**src/rtl/fbd_pkg.sv**
```systemverilog
package fbd_pkg;
  typedef enum logic [1:0] {ST_IDLE, ST_WAIT, ST_REQ} fbd_state_e;

  localparam logic [1:0] SEL_DEST = 2'd0;
  localparam logic [1:0] SEL_LEN  = 2'd1;
  localparam logic [1:0] SEL_CTRL = 2'd2;
  localparam logic [1:0] SEL_STAT = 2'd3;

  localparam int CTRL_GO   = 0;
  localparam int STAT_BUSY = 0;
  localparam int STAT_DONE = 1;
endpackage

```
**src/rtl/fbd_progress.sv**
```systemverilog
module fbd_progress #(
  parameter int AW = 32,
  parameter int CW = 16,
  parameter int WORD_BYTES = 4
) (
  input  logic          clk,
  input  logic          rst_n,
  input  logic          ld_dest,
  input  logic          ld_len,
  input  logic [AW-1:0] wr_addr,
  input  logic [CW-1:0] wr_len,
  input  logic          step,
  output logic [AW-1:0] cur_addr,
  output logic [CW-1:0] remain,
  output logic          last
);
  localparam logic [AW-1:0] ADDR_INC = AW'(WORD_BYTES);
  localparam logic [CW-1:0] CNT_DEC  = CW'(WORD_BYTES);

  always_ff @(posedge clk or negedge rst_n) begin
    if (!rst_n) begin
      cur_addr <= '0;
    end else if (ld_dest) begin
      cur_addr <= wr_addr;
    end else if (step) begin
      cur_addr <= cur_addr + ADDR_INC;
    end
  end

  always_ff @(posedge clk or negedge rst_n) begin
    if (!rst_n) begin
      remain <= '0;
    end else if (ld_len) begin
      remain <= wr_len;
    end else if (step) begin
      remain <= remain - CNT_DEC;
    end
  end

  assign last = (remain == CNT_DEC);

  AST_NO_UNDERFLOW: assert property (@(posedge clk) disable iff (!rst_n)
    step |-> remain >= CNT_DEC) else $error("count underflow");
endmodule

```
**src/rtl/fbd_seq.sv**
```systemverilog
module fbd_seq
  import fbd_pkg::*;
(
  input  logic clk,
  input  logic rst_n,
  input  logic go_run,
  input  logic per_ready,
  input  logic bus_ack,
  input  logic last,
  output logic busy,
  output logic bus_rd_req,
  output logic step,
  output logic finish
);
  fbd_state_e state_q, state_d;

  always_comb begin
    state_d = state_q;
    case (state_q)
      ST_IDLE: if (go_run) state_d = ST_WAIT;
      ST_WAIT: if (per_ready) state_d = ST_REQ;
      ST_REQ:  if (bus_ack) state_d = last ? ST_IDLE : ST_WAIT;
      default: state_d = ST_IDLE;
    endcase
  end

  always_ff @(posedge clk or negedge rst_n) begin
    if (!rst_n) state_q <= ST_IDLE;
    else        state_q <= state_d;
  end

  assign busy       = (state_q != ST_IDLE);
  assign bus_rd_req = (state_q == ST_REQ);
  assign step       = bus_rd_req && bus_ack;
  assign finish     = step && last;

  AST_REQ_HOLD: assert property (@(posedge clk) disable iff (!rst_n)
    bus_rd_req && !bus_ack |=> bus_rd_req) else $error("request dropped");
  AST_GAP_AFTER_ACK: assert property (@(posedge clk) disable iff (!rst_n)
    bus_rd_req && bus_ack |=> !bus_rd_req) else $error("no gap");
  AST_REQ_NEEDS_READY: assert property (@(posedge clk) disable iff (!rst_n)
    $rose(bus_rd_req) |-> $past(per_ready)) else $error("req without ready");
endmodule

```
**src/rtl/fbd_regs.sv**
```systemverilog
module fbd_regs
  import fbd_pkg::*;
#(
  parameter int AW = 32,
  parameter int CW = 16,
  parameter int DW = 32,
  parameter int WORD_BYTES = 4
) (
  input  logic          clk,
  input  logic          rst_n,
  input  logic          cfg_we,
  input  logic [1:0]    cfg_sel,
  input  logic          go_bit,
  input  logic          clr_bit,
  input  logic          busy,
  input  logic          finish,
  input  logic [AW-1:0] cur_addr,
  input  logic [CW-1:0] remain,
  output logic          ld_dest,
  output logic          ld_len,
  output logic          go_run,
  output logic          done,
  output logic [DW-1:0] cfg_rdata
);
  localparam int LSB = $clog2(WORD_BYTES);

  logic wr_idle, go_req, len_zero, len_aligned, go_zero, clr_done;

  assign wr_idle  = cfg_we && !busy;
  assign ld_dest  = wr_idle && (cfg_sel == SEL_DEST);
  assign ld_len   = wr_idle && (cfg_sel == SEL_LEN);
  assign go_req   = wr_idle && (cfg_sel == SEL_CTRL) && go_bit;
  assign clr_done = wr_idle && (cfg_sel == SEL_STAT) && clr_bit;
  assign len_zero = (remain == '0);

  generate
    if (LSB == 0) begin : g_any_len
      assign len_aligned = 1'b1;
    end else begin : g_word_len
      assign len_aligned = (remain[LSB-1:0] == '0);
    end
  endgenerate

  assign go_run  = go_req && !len_zero && len_aligned;
  assign go_zero = go_req && len_zero;

  always_ff @(posedge clk or negedge rst_n) begin
    if (!rst_n)                  done <= 1'b0;
    else if (go_run)             done <= 1'b0;
    else if (finish || go_zero)  done <= 1'b1;
    else if (clr_done)           done <= 1'b0;
  end

  always_comb begin
    cfg_rdata = '0;
    case (cfg_sel)
      SEL_DEST: cfg_rdata = DW'(cur_addr);
      SEL_LEN:  cfg_rdata = DW'(remain);
      SEL_STAT: begin
        cfg_rdata[STAT_BUSY] = busy;
        cfg_rdata[STAT_DONE] = done;
      end
      default:  cfg_rdata = '0;
    endcase
  end

  AST_BAD_LEN_IGNORED: assert property (@(posedge clk) disable iff (!rst_n)
    go_req && !len_aligned |=> !busy && done == $past(done)) else $error("misaligned start");
  AST_ZERO_LEN_DONE: assert property (@(posedge clk) disable iff (!rst_n)
    go_zero |=> done && !busy) else $error("zero start");
endmodule

```
**src/rtl/flyby_dma.sv**
```systemverilog
module flyby_dma
  import fbd_pkg::*;
#(
  parameter int AW = 32,
  parameter int CW = 16,
  parameter int DW = 32,
  parameter int WORD_BYTES = 4
) (
  input  logic          clk,
  input  logic          rst_n,
  input  logic          cfg_we,
  input  logic [1:0]    cfg_sel,
  input  logic [DW-1:0] cfg_wdata,
  output logic [DW-1:0] cfg_rdata,
  input  logic          per_ready,
  output logic [AW-1:0] bus_addr,
  output logic          bus_rd_req,
  input  logic          bus_ack,
  output logic          irq
);
  logic          ld_dest, ld_len, go_run, done, busy, step, finish, last;
  logic [AW-1:0] cur_addr;
  logic [CW-1:0] remain;

  fbd_regs #(.AW(AW), .CW(CW), .DW(DW), .WORD_BYTES(WORD_BYTES)) u_regs (
    .clk(clk), .rst_n(rst_n), .cfg_we(cfg_we), .cfg_sel(cfg_sel),
    .go_bit(cfg_wdata[CTRL_GO]), .clr_bit(cfg_wdata[STAT_DONE]),
    .busy(busy), .finish(finish), .cur_addr(cur_addr), .remain(remain),
    .ld_dest(ld_dest), .ld_len(ld_len), .go_run(go_run), .done(done),
    .cfg_rdata(cfg_rdata)
  );

  fbd_progress #(.AW(AW), .CW(CW), .WORD_BYTES(WORD_BYTES)) u_progress (
    .clk(clk), .rst_n(rst_n), .ld_dest(ld_dest), .ld_len(ld_len),
    .wr_addr(cfg_wdata[AW-1:0]), .wr_len(cfg_wdata[CW-1:0]), .step(step),
    .cur_addr(cur_addr), .remain(remain), .last(last)
  );

  fbd_seq u_seq (
    .clk(clk), .rst_n(rst_n), .go_run(go_run), .per_ready(per_ready),
    .bus_ack(bus_ack), .last(last), .busy(busy), .bus_rd_req(bus_rd_req),
    .step(step), .finish(finish)
  );

  assign bus_addr = cur_addr;
  assign irq      = done;

  AST_ADDR_STABLE: assert property (@(posedge clk) disable iff (!rst_n)
    bus_rd_req && !bus_ack |=> $stable(bus_addr)) else $error("addr moved");
  AST_ADDR_STEP: assert property (@(posedge clk) disable iff (!rst_n)
    bus_rd_req && bus_ack |=> bus_addr == $past(bus_addr) + AW'(WORD_BYTES)) else $error("addr step");
  AST_LAST_FINISH: assert property (@(posedge clk) disable iff (!rst_n)
    bus_rd_req && bus_ack && remain == CW'(WORD_BYTES) |=> !busy && irq) else $error("finish");
  AST_BUSY_LEN_FROZEN: assert property (@(posedge clk) disable iff (!rst_n)
    busy && cfg_we && cfg_sel == SEL_LEN && !(bus_rd_req && bus_ack) |=> remain == $past(remain))
    else $error("busy write took effect");
  AST_IRQ_FALL: assert property (@(posedge clk) disable iff (!rst_n)
    $fell(irq) |-> $past(cfg_we && cfg_sel == SEL_STAT && cfg_wdata[STAT_DONE]) || $past(go_run))
    else $error("irq fell");
endmodule

```
**config.mk**
```make
export PLATFORM = sky130hd
export DESIGN_NAME = flyby_dma
export DESIGN_NICKNAME = d
export VERILOG_FILES = /design/src/rtl/fbd_pkg.sv /design/src/rtl/fbd_progress.sv /design/src/rtl/fbd_seq.sv /design/src/rtl/fbd_regs.sv /design/src/rtl/flyby_dma.sv
export SDC_FILE = /design/constraint.sdc
export NUM_CORES = 1
export LEC_CHECK = 0
export BUFFER_PORTS_ARGS = -buffer_cell sky130_fd_sc_hd__buf_4
export CAP_MARGIN = 30
export CORE_ASPECT_RATIO = 1.4
export CORE_MARGIN = 4
export CORE_UTILIZATION = 48
export CTS_BUF_LIST = sky130_fd_sc_hd__clkbuf_8
export CTS_CLUSTER_SIZE = 12
export DETAILED_ROUTE_END_ITERATION = 12
export PLACE_DENSITY_LB_ADDON = 0.2
export SLEW_MARGIN = 30
export SYNTH_ARGS = -nofsm -noshare
export SYNTH_HDL_FRONTEND = slang
export SYNTH_HIERARCHICAL = 1
export SYNTH_SLANG_ARGS = --single-unit
```
**constraint.sdc**
```tcl
create_clock -name clk -period 2.6 [get_ports clk]
set_input_delay 0.39 -clock clk [delete_from_list [all_inputs] [get_ports clk]]
set_output_delay 0.39 -clock clk [all_outputs]
set_load 0.005 [all_outputs]
```
* Word-level counts from Yosys, hierarchy flattened *
Cells that the tools add are included.

storage, ports and cells
  register bits after elaboration = 51
  bits of input ports = 39
  word-level logic and storage cells = 53

operators by class
  add/subtract/negate cells = 2
  eq/ne operators = 9
  muxes and demuxes = 14
  reduce and logical (&&, ||, !) cells = 24

operators with widths
  cell                   count
  $mux 32                2
  $pmux 30 s2            1
  $add 32x3->32 const B  1
  $mux 16                2
  $eq 16x3->1 const B    1
  $logic_not 16->1       1
  $sub 16x3->16 const B  1
  $logic_and 1x1->1      12
  $pmux 2 s3             2
  $eq 2x2->1 const B     3
  $logic_not 2->1        3
  $mux 2                 3
  $ne 2x2->1 const B     3
  $reduce_bool 2->1      3
  $eq 2x1->1 const B     2
  $mux 1                 4
  $reduce_and 3->1       1
  $reduce_bool 3->1      1
  $logic_not 1->1        2
  $logic_or 1x1->1       1

* Longest topological paths before layout *
Gate-level depths: netlist of the first run.

  word-level depth = 9
  gate-level depth with buffers = 9

* By module *
The synthesis of the first run kept the hierarchy.

by module, submodules not included
  module        times used  cells each  area each (um^2)  sequential area each (um^2)
  fbd_progress  1           278         2678.8            1201.2
  fbd_regs      1           74          510.5             25.0
  fbd_seq       1           12          126.4             50.0

* Worst setup path before layout of the first run *
Ideal clock, no wire load.

  path kind = flip-flop to flip-flop
  start = register u_seq.state_q[1]
  end = register u_progress.cur_addr[22]
  data arrival time = 1.791 ns
  required time = 2.470 ns
  path slack = 0.679 ns
  stages on the path, launching flop included = 7
  buffers on the path = 2
  period minus slack after synthesis = 1.921 ns
  path through = dfrtp_1 > or2_1 > nand2b_4 > nor3_1 > buf_6 > clkdlybuf4s50_2 > o21ai_0

between the ends
  word-level cells in the longest chain between the ends = 5
  elaborated cells between the ends (all ways) = 8
  those cells by class = eq/ne: 1; mux: 1; reduce/logical: 6

RTL lines
  what                                                 line                text
  from (decl)                                          fbd_seq.sv:15       fbd_state_e state_q, state_d;
  from (signal assigned)                               fbd_seq.sv:29       else state_q <= state_d;
  $reduce_bool 2->1 *                                  fbd_seq.sv:32       assign busy = (state_q != ST_IDLE);
  via busy                                             flyby_dma.sv:21     logic ld_dest, ld_len, go_run, done, busy, step, finish, last;
  $logic_not 1->1 *                                    fbd_regs.sv:29      assign wr_idle = cfg_we && !busy;
  $logic_and 1x1->1 *                                  fbd_regs.sv:29
  $logic_and 1x1->1 *                                  fbd_regs.sv:30      assign ld_dest = wr_idle && (cfg_sel == SEL_DEST);
  via ld_dest                                          flyby_dma.sv:21
  $mux 32 / $reduce_bool 2->1 (equally long branches)  -
  to (signal assigned)                                 fbd_progress.sv:24  cur_addr <= wr_addr;
  to (signal assigned)                                 fbd_progress.sv:26  cur_addr <= cur_addr + ADDR_INC;
  to (decl)                                            fbd_progress.sv:13  output logic [AW-1:0] cur_addr,

The timed path passes the listed nets; every way through them passes the cells marked *.
A chain may end at the register's enable or synchronous reset.

* Worst setup path after layout of the first run *
  start = register u_seq.state_q[0]
  end = register u_progress.cur_addr[31]

between the ends
  elaborated cells between the ends (all ways) = 8
  those cells by class = eq/ne: 1; mux: 1; reduce/logical: 6

RTL lines
  what                         line             text
  $eq 2x2->1                   fbd_seq.sv:33    assign bus_rd_req = (state_q == ST_REQ);
  $logic_and 1x1->1            fbd_seq.sv:34    assign step = bus_rd_req && bus_ack;
  via step                     flyby_dma.sv:21
  $reduce_bool 2->1 (no line)  -

The timed path passes the listed nets, and every way through them passes these cells.

==> results of run 1 <==
-- power by group --
group	internal, W	leakage (nW)	switching (W)
logic	0.000950	1.18	0.000658
clock network	0.000384	0.0644	0.000274
registers	0.00116	0.634	0.000648
total	0.00250	1.88	0.00158
-- routing by layer --
layer / up-vias / share of wire [%]
li1: 1447 / -
met1: 1430 / 41
met2: 96 / 52
met3: 11 / 5.5
met4: 0 / 1.5
met5: - / 0
-- metrics by stage --
stage / total power [W] / worst slack (ns) / cell area, sq um / hold WS [ns] / std cells
after CTS: 0.00411 / 0.487 / 4280 / 0.125 / 554
after detailed placement: 0.00344 / 0.506 / 4140 / 0.466 / 546
after global placement: 0.00338 / 0.565 / 4140 / 0.467 / 546
after global routing: 0.00439 / 0.305 / 4280 / 0.159 / 554
after floorplan: 0.00255 / 0.679 / 3320 / 0.0944 / 364
final: 0.00407 / 0.473 / 4280 / 0.100 / 554
-- cells by family (layout without fill, tap and decap cells) --
family                     count (synthesis)  count (layout)
and+or+nand+nor                          172             172
DFF                                       51              51
AOI/OAI and AO/OA                         49              49
xor gates and xnor gates                  42              42
buffers and inverters                     24             122
muxes                                     23              23
adders and majority gates                  3               3
-- flip-flops by register name (all words and copies together), names as in the netlist --
register and flops:
u_progress/remain 16, u_seq/state_q 2, u_progress/cur_addr 32, u_regs/done 1
-- worst reg2reg max path: stages, from the launching register on --
cell and delay, ns:
dfrtp_1 0.44, nand3b_1 0.22, inv_1 0.33, nand3_1 0.22, nor3_4 0.17, buf_4 0.21
nand4_1 0.15, xor2_1 0.18, o21ai_1 0.14
-- area by class of cell --
class | count | area, sq um | share of cell area, %
clock inverter | 3 | 67.6 | 1.58
tap | 92 | 115 | 2.69
inverter | 4 | 15.0 | 0.351
clock buffer | 5 | 68.8 | 1.61
multi-input combinational | 289 | 1910 | 44.6
sequential | 51 | 1280 | 29.8
timing repair buffer | 110 | 826 | 19.3
-- worst max path at each step --
stage                                 start                                  end  slack [ns]  cells past startpoint
6_report       u_seq/state_q[0]$_DFFE_PN0P_  u_progress/cur_addr[31]$_DFFE_PN0N_        0.47                      8
5_1_grt        u_seq/state_q[0]$_DFFE_PN0P_  u_progress/cur_addr[31]$_DFFE_PN0N_        0.31                      8
4_1_cts        u_seq/state_q[0]$_DFFE_PN0P_  u_progress/cur_addr[31]$_DFFE_PN0N_        0.49                      8
3_5_place_dp   u_seq/state_q[0]$_DFFE_PN0P_  u_progress/cur_addr[31]$_DFFE_PN0N_        0.51                      8
3_3_place_gp   u_seq/state_q[0]$_DFFE_PN0P_  u_progress/cur_addr[31]$_DFFE_PN0N_        0.57                      8
2_1_floorplan  u_seq/state_q[1]$_DFFE_PN0P_  u_progress/cur_addr[22]$_DFFE_PN0N_        0.68                      6
-- Yosys cell counts (all sizes together) (2+ instances only) --
cell / instances / area [sq um]
and2: 18 / 115
and3: 7 / 43.8
and4: 2 / 17.5
buf: 9 / 67.6
clkbuf: 10 / 47.5
dfrtp: 51 / 1280
ha: 3 / 37.5
inv: 4 / 15.0
mux2: 6 / 67.6
mux2i: 17 / 170
nand2: 58 / 218
nand3: 16 / 85.1
nand3b: 3 / 22.5
nand4: 15 / 109
nor2: 26 / 108
nor2b: 2 / 15.0
nor3: 8 / 61.3
nor4: 8 / 92.6
o21ai: 46 / 249
o22ai: 2 / 12.5
or2: 2 / 12.5
or3: 2 / 12.5
xnor2: 14 / 123
xor2: 28 / 245
==> flow_metrics.tcl, run 1 <==
set metrics [dict create \
    outcome "finished, final reports clean" \
    post_drt_via_cell_ratio 5.39 \
    multiplexer_share_of_the_synthesized_area_pct 7.17 \
    crit_path_top_delay_cell "dfrtp_1" \
    arrival_ns 2.35 \
    ys_seq_elements 51 \
    final.setup_skew_ns 0.00842 \
    cp.required_ns 2.83 \
    core_area_sq_mm 0.00666 \
    ir_drop_mv 0.455 \
    ys.flop_type "dfrtp_1" \
    synth_area_per_cell_sq_um 9.11 \
    setup_viol 0 \
    holdCritPathClass "input port to asynchronous set/reset pin" \
    final_hold_viol_count 0 \
    reg2reg_slack_ns 0.47 \
    tightest_slew_ns 0.648 \
    synth_top_family_by_area "simple AND/OR/NAND/NOR gates" \
    r2r_start "u_seq/state_q[0]$_DFFE_PN0P_" \
    synth_xor_area_share_pct 11.1 \
    groute.layer.met1.usage_pct 25.3 \
    finalWorstPathRequiredPeriod_ns 2.13 \
    grt_start_max_net_pins 52 \
    syn_area_sq_mm 0.00332 \
    post-dp-hpwl_um 6470 \
    cts_inserted_buffers 5 \
    netlist_instances 364 \
    max-slew-margin-rel_pct 56.8 \
    vias_in_the_first_global_route 3125 \
    ratio_of_cells_with_drive_above_1_in_the_final_layout_pct 32.0 \
    grt_overflow_total 0 \
    worstSetupEndpointType "flop" \
    synthesis.nets 406 \
    worst_path_largest_cell_delay_ns 0.44 \
    max_clock_freq_mhz 470 \
    fin_setup_tns_ns 0 \
    global_route.usage.met3_pct 4.15 \
    routed_wl_um 8600 \
    h_tree_depth 2 \
    unrepaired_setup_endpoints_after_global_routing "no" \
    setup.worst_path.start_class "flop" \
    synth_area_in_simple_gates_pct 29.5 \
    area_growth_syn_to_layout_pct 29.0 \
    tritoncts "done" \
    first_iter_violations 161 \
    critical_path_maximum_fanout 12 \
    clockBufferDepth 2 \
    fillCellCount 626 \
    placementRows 35 \
    drv.max_cap_violation_count 0 \
    worst-r2r-cell-count 8 \
    place.gp.congestion 0.829 \
    category_of_cells_accounting_for_the_largest_share_of_critical_path_delay "simple AND/OR/NAND/NOR gates" \
    crit_type "flop to flop" \
    mostFrequentLayoutCell "buf_4" \
    detail_route.drc_violations 0 \
    critical_path.reg2reg.endpoint "u_progress/cur_addr[31]$_DFFE_PN0N_" \
    clock_sinks 51 \
    postCtsSetupRepairBufs 0 \
    io_pins 105 \
    part_of_the_yosys_area_used_for_sequential_elements_pct 38.5 \
    async_reset_ff_share_pct 100 \
    synth_fa_ha_area_share_pct 1.13 \
    die_h_um 106 \
    synth_cell_types 47 \
    initial_antenna_violation_count 0 \
    clock_latency_ns 0.31 \
    crit_chain "nand3b_1, inv_1, nand3_1, nor3_4, buf_4, nand4_1, xor2_1, o21ai_1" \
    floorplan.initialDensity_pct 49.8 \
    die_area_sq_mm 0.00832 \
    root_buffer "clkbuf_8" \
    worstPathBufferInverterCount 2 \
    grt.total_usage_pct 21.8 \
    leakage_power_of_the_design_nw 1.88 \
    synth_edf_count 0 \
    postCtsHoldBufs 0 \
    antenna_cells 0 \
    power.density_mw_per_mm2 953 \
    mostFrequentLayoutCells "buf_4, nand2_1, dfrtp_1, xor2_1, nor2_1" \
    finalCritPeriodShare_pct 81.8 \
    num_vias 2984 \
    synth_warnings 6 \
    iteration_count_of_the_initial_detailed_routing_pass 4 \
    synth-compound-area-share_pct 8.38 \
    cts-resized-gates 0 \
    first_pass_grt_wire_length_um 14700 \
    routedWlPerCell_um 15.5 \
    layout.nets 503 \
    cts_clock_pin_slew_for_the_worst_setup_and_hold_paths_ns 0.10 \
    grt_use_met2_pct 40.1 \
    grt-busiest-layer "met2" \
    maxSlewViolCount 0 \
    floorplan.die.width_um 78.2 \
    drt.antenna.violating_nets 0 \
    port-buffer-count 104 \
    utilization_pct 64.2 \
]
No activity file was read; power rests on OpenSTA's default activity.
==> run 2: changes to the inputs <==
- clock period: 2.6 -> 1.8 ns (I/O delays scaled with it)
==> run 2 against run 1 <==
  * Clock power is 27% higher
  * Highest routed layer unchanged
  * Setup slack got worse by 0.50 ns
  * Total power increased by 54%
  * Cell area up 8.0%
  * The flow now finishes with violations (hold timing, setup timing)
  * Clock skew is 0.0039 ns lower
  * Maximum frequency grew 17%
  * Non-clock buffer count up 36
  * Die area is the same
  * Count of clock-buffer cells in the layout grew 1
==> flow_metrics.tcl, run 2 (synthesized netlist as in run 1, its figures left out) <==
set metrics [dict create \
    final_cell_count_no_fill 590 \
    area_growth_syn_to_layout_pct 39.3 \
    holdCritPathClass "input port to asynchronous set/reset pin" \
    cp.required_ns 1.99 \
    io_pins 105 \
    floorplan.initialDensity_pct 49.8 \
    grt_overflow_total 0 \
    maxSlewViolCount 0 \
    power.density_mw_per_mm2 1360 \
    r2r_start "u_seq/state_q[0]$_DFFE_PN0P_" \
    comb_power_share_pct 49.8 \
    clock_latency_ns 0.30 \
    arrival_ns 2.01 \
    drv.max_cap_violation_count 0 \
    detail_route.drc_violations 0 \
    die_h_um 106 \
    drt.antenna.violating_nets 0 \
    reg2reg_slack_ns -0.02 \
    worst-r2r-cell-count 7 \
    finalCritPeriodShare_pct 101 \
    clockBufferDepth 2 \
    fillCellCount 564 \
    power.share.switching_pct 38.4 \
    mostFrequentLayoutCell "buf_4" \
    crit_type "flop to flop" \
    ratio_of_cells_with_drive_above_1_in_the_final_layout_pct 37.6 \
    reg.largest.list "u_progress/cur_addr: 32 flops, u_progress/remain: 16 flops, u_seq/state_q: 2 flops" \
    violations "hold timing, setup timing" \
    hold-worst-slack_ns -0.0115 \
    critical_path_maximum_fanout 6 \
    worstSetupEndpointType "flop" \
    finalWorstSetupSlack_ns -0.0234 \
    iteration_count_of_the_initial_detailed_routing_pass 4 \
    sequential_group_share_of_total_power_pct 36.9 \
    cts_clock_pin_slew_for_the_worst_setup_and_hold_paths_ns 0.09 \
    vias_in_the_first_global_route 3142 \
    cts_inserted_buffers 5 \
    post-dp-hpwl_um 6840 \
    post_drt_via_cell_ratio 5.30 \
    routedWlPerCell_um 15.8 \
    design_power_total_w 0.00628 \
    setup_viol 1 \
    net-switching-power_w 0.00241 \
    first_iter_violations 167 \
    port-buffer-count 104 \
    outcome "complete, but fails checks" \
    layout.nets 539 \
    largest_reg_flops 32 \
    mostFrequentLayoutCells "buf_4, nand2_1, dfrtp_1, xor2_1, nor2_1" \
    first_pass_grt_wire_length_um 14900 \
    antenna_cells 0 \
    top_register "u_progress/cur_addr" \
    h_tree_depth 2 \
    clock_sinks 51 \
    placementRows 35 \
    clock_power_share_pct 13.3 \
    final_hold_viol_count 16 \
    initial_antenna_violation_count 0 \
    num_vias 3126 \
    leakage_power_of_the_design_nw 2.09 \
    critical_path.reg2reg.endpoint "u_progress/remain[12]$_DFFE_PN0N_" \
    ir_drop_mv 0.621 \
    max_clock_freq_mhz 548 \
    die_area_sq_mm 0.00832 \
    place.gp.congestion 0.821 \
    unrepaired_setup_endpoints_after_global_routing "yes" \
    tritoncts "done" \
    final.setup_skew_ns 0.00453 \
    grt.total_usage_pct 22.1 \
    tightest_slew_ns 0.662 \
    core_area_sq_mm 0.00666 \
    finalWorstPathRequiredPeriod_ns 1.82 \
    grt_start_max_net_pins 52 \
    root_buffer "clkbuf_8" \
    postCtsHoldBufs 0 \
    setup.worst_path.start_class "flop" \
    floorplan.die.width_um 78.2 \
    routed_wl_um 9340 \
    max-slew-margin-rel_pct 55.9 \
    internal_power_w 0.00387 \
    post-place-cells 576 \
]
==> run 2: cell count changes in the layout (fill, tap and decap cells not counted), sizes merged <==
cell	change
clkinvlp	-1
clkinv	+1
bufinv	-1
clkbuf	+2
buf	+35
==> run 2: layout make-up <==
type	count	area, sq um	share of cell area (%)
inverters	4	15.0	0.325
multi-input cells	289	1940	42.1
clock buffers	6	82.6	1.79
well taps	92	115	2.49
repair buffers	146	1150	24.9
flip-flops and latches	51	1280	27.6
clock inverters	2	35.0	0.759
==> run 2: repair_timing <==
item,4_1_cts,5_1_grt
buffers inserted,0,4
resized for setup,2,13
pin swaps,0,3
setup endpoints to repair,30,46
gates cloned,0,2
==> run 2: worst max-delay path by stage <==
stage	from	endpoint	slack (ns)	cells after the start
5_1_grt	u_seq/state_q[1]$_DFFE_PN0P_	u_progress/cur_addr[22]$_DFFE_PN0N_	-0.06	8
6_report	u_seq/state_q[0]$_DFFE_PN0P_	u_progress/remain[12]$_DFFE_PN0N_	-0.02	7
3_5_place_dp	u_seq/state_q[0]$_DFFE_PN0P_	u_progress/cur_addr[22]$_DFFE_PN0N_	-0.04	7
3_3_place_gp	u_seq/state_q[0]$_DFFE_PN0P_	u_progress/cur_addr[28]$_DFFE_PN0N_	-0.002	8
2_1_floorplan	u_seq/state_q[0]$_DFFE_PN0P_	u_progress/cur_addr[29]$_DFFE_PN0N_	0.05	8
4_1_cts	u_seq/state_q[0]$_DFFE_PN0P_	u_progress/cur_addr[31]$_DFFE_PN0N_	0.02	8
==> run 2: metrics by stage <==
stage	setup TNS (ns)	util, %	hold WS [ns]	area [sq um]	worst slack (ns)
final	-0.0234	69.4	-0.0115	4620	-0.0234
after global routing	-0.407	69.4	0.0413	4620	-0.0604
after CTS	0	67.6	0.0179	4500	0.0160
after detailed placement	-0.276	65.8	0.350	4380	-0.0421
after global placement	-0.00380	65.8	0.340	4380	-0.00231
after floorplan	0	-	-0.0256	3320	0.0490
==> run 2: layer usage <==
layer	wire length, um	vias up	GRT usage [%]
met5	0	-	0
met4	205	0	7.88
met3	509	19	3.56
met2	4930	112	39.8
met1	3690	1474	26.2
li1	-	1521	-
==> run 2: power groups by stage <==
stage	clock network [W]	registers [W]	logic (W)
6_report	0.000834	0.00232	0.00312
3_3_place_gp	0	0.00231	0.00297
4_1_cts	0.000849	0.00232	0.00307
5_1_grt	0.000892	0.00241	0.00343
3_5_place_dp	0	0.00234	0.00304
2_1_floorplan	0	0.00242	0.00126
==> run 2: critical path: stages (launching register included) <==
cell and delay (ns):
dfrtp_1 0.39, nand3b_1 0.22, inv_2 0.15, nand3b_1 0.15, nand3b_1 0.30, nor3_1 0.26
xnor2_1 0.16, o21ai_1 0.08
